[src/rtl/sync_burst_sram.sv]
module sync_burst_sram #(
  parameter int DEPTH  = 64,
  parameter int LANES  = 4,
  parameter int LANE_W = 9,
  localparam int W  = LANES * LANE_W,
  localparam int AW = $clog2(DEPTH)
) (
  input  logic             clk,
  input  logic             rst_n,
  input  logic [AW-1:0]    addr,
  input  logic             sel_a_n,
  input  logic             sel_b,
  input  logic             sel_c_n,
  input  logic             proc_strobe_n,
  input  logic             ctrl_strobe_n,
  input  logic             step_n,
  input  logic             order_sel,
  input  logic             all_wr_n,
  input  logic             lane_wr_en_n,
  input  logic [LANES-1:0] lane_wr_n,
  input  logic             out_en_n,
  input  logic             sleep,
  input  logic [W-1:0]     din,
  output logic [W-1:0]     dout,
  output logic             dq_drive
);
  logic [W-1:0]  mem [DEPTH];
  logic [AW-1:0] base_q, ra_q;
  logic [1:0]    cnt_q;
  logic          act_q, rd_q, vld_q, order_q;
  logic [W-1:0]  dout_q;

  wire sel   = !sel_a_n && sel_b && !sel_c_n;
  wire p_go  = !proc_strobe_n && !sel_a_n;
  wire c_go  = !ctrl_strobe_n && !p_go;
  wire start = p_go || c_go;

  wire [LANES-1:0] lane_m = !all_wr_n ? '1 : (lane_wr_en_n ? '0 : ~lane_wr_n);
  wire wr_req = (|lane_m) && !p_go;

  wire [1:0]    cnt_n  = start ? 2'd0 : (!step_n ? 2'(cnt_q + 2'd1) : cnt_q);
  wire [AW-1:0] base_n = start ? addr : base_q;
  wire [1:0]    lo     = order_q ? (base_n[1:0] ^ cnt_n) : 2'(base_n[1:0] + cnt_n);
  wire [AW-1:0] acc    = {base_n[AW-1:2], lo};

  wire live  = !sleep && (start ? sel : act_q);
  wire do_wr = live && wr_req;
  wire do_rd = live && !wr_req;

  always_ff @(posedge clk or negedge rst_n) begin
    if (!rst_n) begin
      act_q   <= 1'b0;
      rd_q    <= 1'b0;
      vld_q   <= 1'b0;
      order_q <= 1'b0;
      base_q  <= '0;
      cnt_q   <= '0;
      ra_q    <= '0;
      dout_q  <= '0;
    end else begin
      order_q <= order_sel;
      vld_q   <= rd_q && !sleep;
      rd_q    <= do_rd;
      if (rd_q) dout_q <= mem[ra_q];
      if (do_rd) ra_q <= acc;
      if (!sleep) begin
        if (start) act_q <= sel;
        base_q <= base_n;
        cnt_q  <= cnt_n;
      end
    end
  end

  always_ff @(posedge clk) begin
    for (int i = 0; i < LANES; i++)
      if (do_wr && lane_m[i]) mem[acc][i*LANE_W +: LANE_W] <= din[i*LANE_W +: LANE_W];
  end

  assign dq_drive = vld_q && !out_en_n && !sleep;
  assign dout     = dq_drive ? dout_q : '0;
endmodule

[config.mk]
export PLATFORM = sky130hd
export DESIGN_NAME = sync_burst_sram
export DESIGN_NICKNAME = d
export VERILOG_FILES = /design/src/rtl/sync_burst_sram.sv
export SDC_FILE = /design/constraint.sdc
export NUM_CORES = 2
export LEC_CHECK = 0
export BUFFER_PORTS_ARGS = -buffer_cell sky130_fd_sc_hd__buf_2
export CORE_MARGIN = 3
export CORE_UTILIZATION = 29
export DETAILED_ROUTE_END_ITERATION = 8
export GPL_ROUTABILITY_DRIVEN = 0
export GPL_TIMING_DRIVEN = 0
export PLACE_DENSITY = 0.41
export SETUP_SLACK_MARGIN = 0.15
export SLEW_MARGIN = 0
export SYNTH_ARGS = -nofsm -noshare
export SYNTH_HDL_FRONTEND = slang
export SYNTH_SLANG_ARGS = --single-unit
[constraint.sdc]
create_clock -name clk -period 5.75 [get_ports clk]
set_clock_uncertainty 0.05 [all_clocks]
set_input_delay 1.15 -clock clk [delete_from_list [all_inputs] [get_ports clk]]
set_output_delay 1.15 -clock clk [all_outputs]
set_load 0.1 [all_outputs]
==> metrics.cfg <==
[cells_and_area]
postLayoutCoreUtil_pct=33.8
area_delta_synth_final_pct=15.8
drive_gt1_share_pct=22.4
fill_cells=30100
nets=5176
final_cells=9489
register_area_um2=70500
multi_input_area_um2=20100

[synth]
synth.top_cells.by_area=edfxtp_1 75%, mux4_2 8.8%, mux2i_1 4.0%, mux2_2 1.9%, nor2_1 1.8%
synthArstFlopShare_pct=2.29
netlist_instances=4720
yosysSeqAreaShare_pct=76.6
synthTopCellsByCount=2304 x edfxtp_1, 450 x nor2_1, 365 x mux2i_1, 361 x mux4_2, 155 x mux2_2
ys_types=49
syn_nets=4780
synth_top_cell_area_share_pct=75.1
synth_top_flop_cell=edfxtp_1
syn_area_um2=92100
syn_area_per_cell_um2=19.5
ys_warn_count=0
synth-seq-cells=2358
synth_top_area_cell=edfxtp_1
synth.most_common_cell=edfxtp_1
synth_edf_count=2304

[floorplanning]
coreArea_um2=315000
dieArea_um2=324000
die_w_um=570
pin_count=96
die_y_um=570
start_util_pct=29.2
rows=206

[flow_run]
maxCapViolCount=1

[route]
drt_wl_total_um=332000
wl_met2_um=161000
wire_per_inst_um=35.0
drc=0
route.met3.wl_um=17900
drt_pass1_iterations=7
routed.top_layer=met5
vias=48300
ant_nets=0
drtIter0Drc=5377
vias_per_cell=5.09
met1_length_um=142000

[cts]
cts_max_path_buffers=4
clock-root-buffer=clkbuf_16
cts_max_level=5
numCtsBuffers=276
cts_resized=0
numClockSinks=2358
clk-insertion-delay-late_ns=0.85
cts_tree=yes
cts_setup_buffers=0
cts.hold.buffers_added=0
path_clk_slew_ns=0.06

[placement]
dp.cells=8993
io_buffers=95
dp_hpwl_um=223000

[grt]
gr-total-overflow=0
grt_max_degree=65
grt_pass1_wl_um=442000
grt_antenna_before_repair=32
grt_pass1_vias=48900
grtUsageTotal_pct=20.1

[worst_setup_path]
crit_top_cell=nor2_1
critPathLaunchType=primary input
reg2reg_to=mem[15][12]
end_kind=flop
rrSetupSlack_ns=1.03
r2r_cells=9
arrival_ns=5.89
reg2reg_from=cnt_q[0]
crit_chain=buf_2 -> o21ai_2 -> nor2_1 -> ha_1 -> nor2b_1 -> xnor2_2 -> nand3_1 -> clkbuf_2 -> buf_12 -> nor2_1
path_buf_inv=3
cpLargestDelayFamily=simple AND/OR/NAND/NOR gates
crit_required_ns=6.12
cpMaxStageDelayCell=nor2_1
crit_fanout=9
critical_path_class=primary input to flop
cp_slowest_stage_delay_ns=0.93

[outcome]
status=complete, but fails checks
violations=max-capacitance violations

[power_and_ir_drop]
power_switching_uw=15000
p_comb_share_pct=25.0
netSwitchingFraction_pct=31.6
power.internal_uw=32400
vdd_drop_max_v=0.000219
powerDensity_nw_per_um2=444
seq_power_share_pct=40.1
p_leak_uw=0.0341
clkPwrFrac_pct=34.9

[sta]
finalSetupTns_ns=0
fin_crit_sh_pct=96.0
final_max_slew_viol_count=0
slew_headroom_pct=0.442
setup_viol=0
fin_crit_ns=5.52
hold_viol_final=0
max_freq_mhz=181
rsz0062_at_grt=no
tightest_slew_ns=1.49
finalHoldWorstSlack_ns=0.135

[worst_hold_path]
min_path_type=primary input to asynchronous set/reset pin

-- worst reg2reg max path, stage by stage (launching register included) --
cell and delay (ns):
dfrtp_1 0.39, xor2_1 0.20, nor2_1 0.08, ha_1 0.23
nor2b_1 0.17, xnor2_2 0.59, nand3_1 0.89, clkbuf_2 0.51
buf_12 0.24, nor2_1 0.96
-- metrics by stage --
stage          setup WS, ns  power [uW]  area [um^2]
2_1_floorplan          1.01       25600        92100
3_3_place_gp          -1.60       31200        97800
3_5_place_dp         -0.809       31300        98200
4_1_cts               0.179       47900       106000
5_1_grt               0.218       48800       107000
6_report              0.229       47400       107000
-- power by group through the flow --
stage,combinational [uW],sequential [uW],clock (uW)
finish,11900,19000,16500
global route,12200,19000,17600
CTS,12000,19000,16900
detailed placement,11900,19400,0
global placement,11800,19400,0
floorplan,6280,19300,0
-- logic make-up after synthesis --
group           synth area share (%)
simple gates                    4.03
mux                             14.7
compound gates                  3.05
buf+inv                         1.57
flops                           76.6
xor+xnor                      0.0706
fa+ha+maj                     0.0136
-- how the worst max path moves through the flow --
stage,start,endpoint,slack [ns],depth (start not counted)
final,sel_a_n,mem[15][12],0.23,10
after global routing,sel_a_n,mem[15][14],0.22,10
after CTS,sel_a_n,mem[15][14],0.18,10
after detailed placement,sel_a_n,mem[7][2],-0.81,10
after global placement,sel_a_n,mem[39][8],-1.60,10
after floorplan,out_en_n,dout[26],1.01,3
-- layout make-up --
| class | count | area share, % |
|---|---|---|
| multi-input combinational | 2085 | 18.9 |
| antenna | 18 | 0.0422 |
| timing repair buffer | 118 | 0.922 |
| buffer | 277 | 1.37 |
| sequential | 2358 | 66.1 |
| clock buffer | 352 | 6.87 |
| clock inverter | 121 | 0.893 |
| tap | 4160 | 4.88 |
-- sequential cells by signal, indices dropped and copies added (netlist names) --
signal   flops
base_q       6
vld_q        1
mem       2304
cnt_q        2
rd_q         1
dout_q      36
ra_q         6
act_q        1
order_q      1
-- cell usage in the layout, fill, tap and decap left out, types with 36 or more instances in the layout --
| master | n |
|---|---|
| nand3_1 | 41 |
| buf_4 | 58 |
| a221oi_1 | 72 |
| clkinv_1 | 58 |
| o221ai_1 | 36 |
| nor2_1 | 446 |
| nand2_1 | 50 |
| clkbuf_16 | 282 |
| edfxtp_1 | 2304 |
| mux2i_1 | 365 |
| mux4_2 | 361 |
| o22ai_1 | 107 |
| and2_1 | 41 |
| mux2_2 | 155 |
| nor4_1 | 70 |
| dfrtp_1 | 54 |
| a21oi_1 | 77 |
| buf_2 | 200 |
| a211oi_1 | 70 |
| nor2b_1 | 109 |
| clkbuf_1 | 146 |
-- layer usage --
layer / global-route usage (%) / vias to the layer above
li1: - / 20000
met1: 27.1 / 26200
met2: 33.2 / 1620
met3: 3.03 / 423
met4: 6.77 / 4
met5: 0 / -
(Power assumes the default switching activity.)
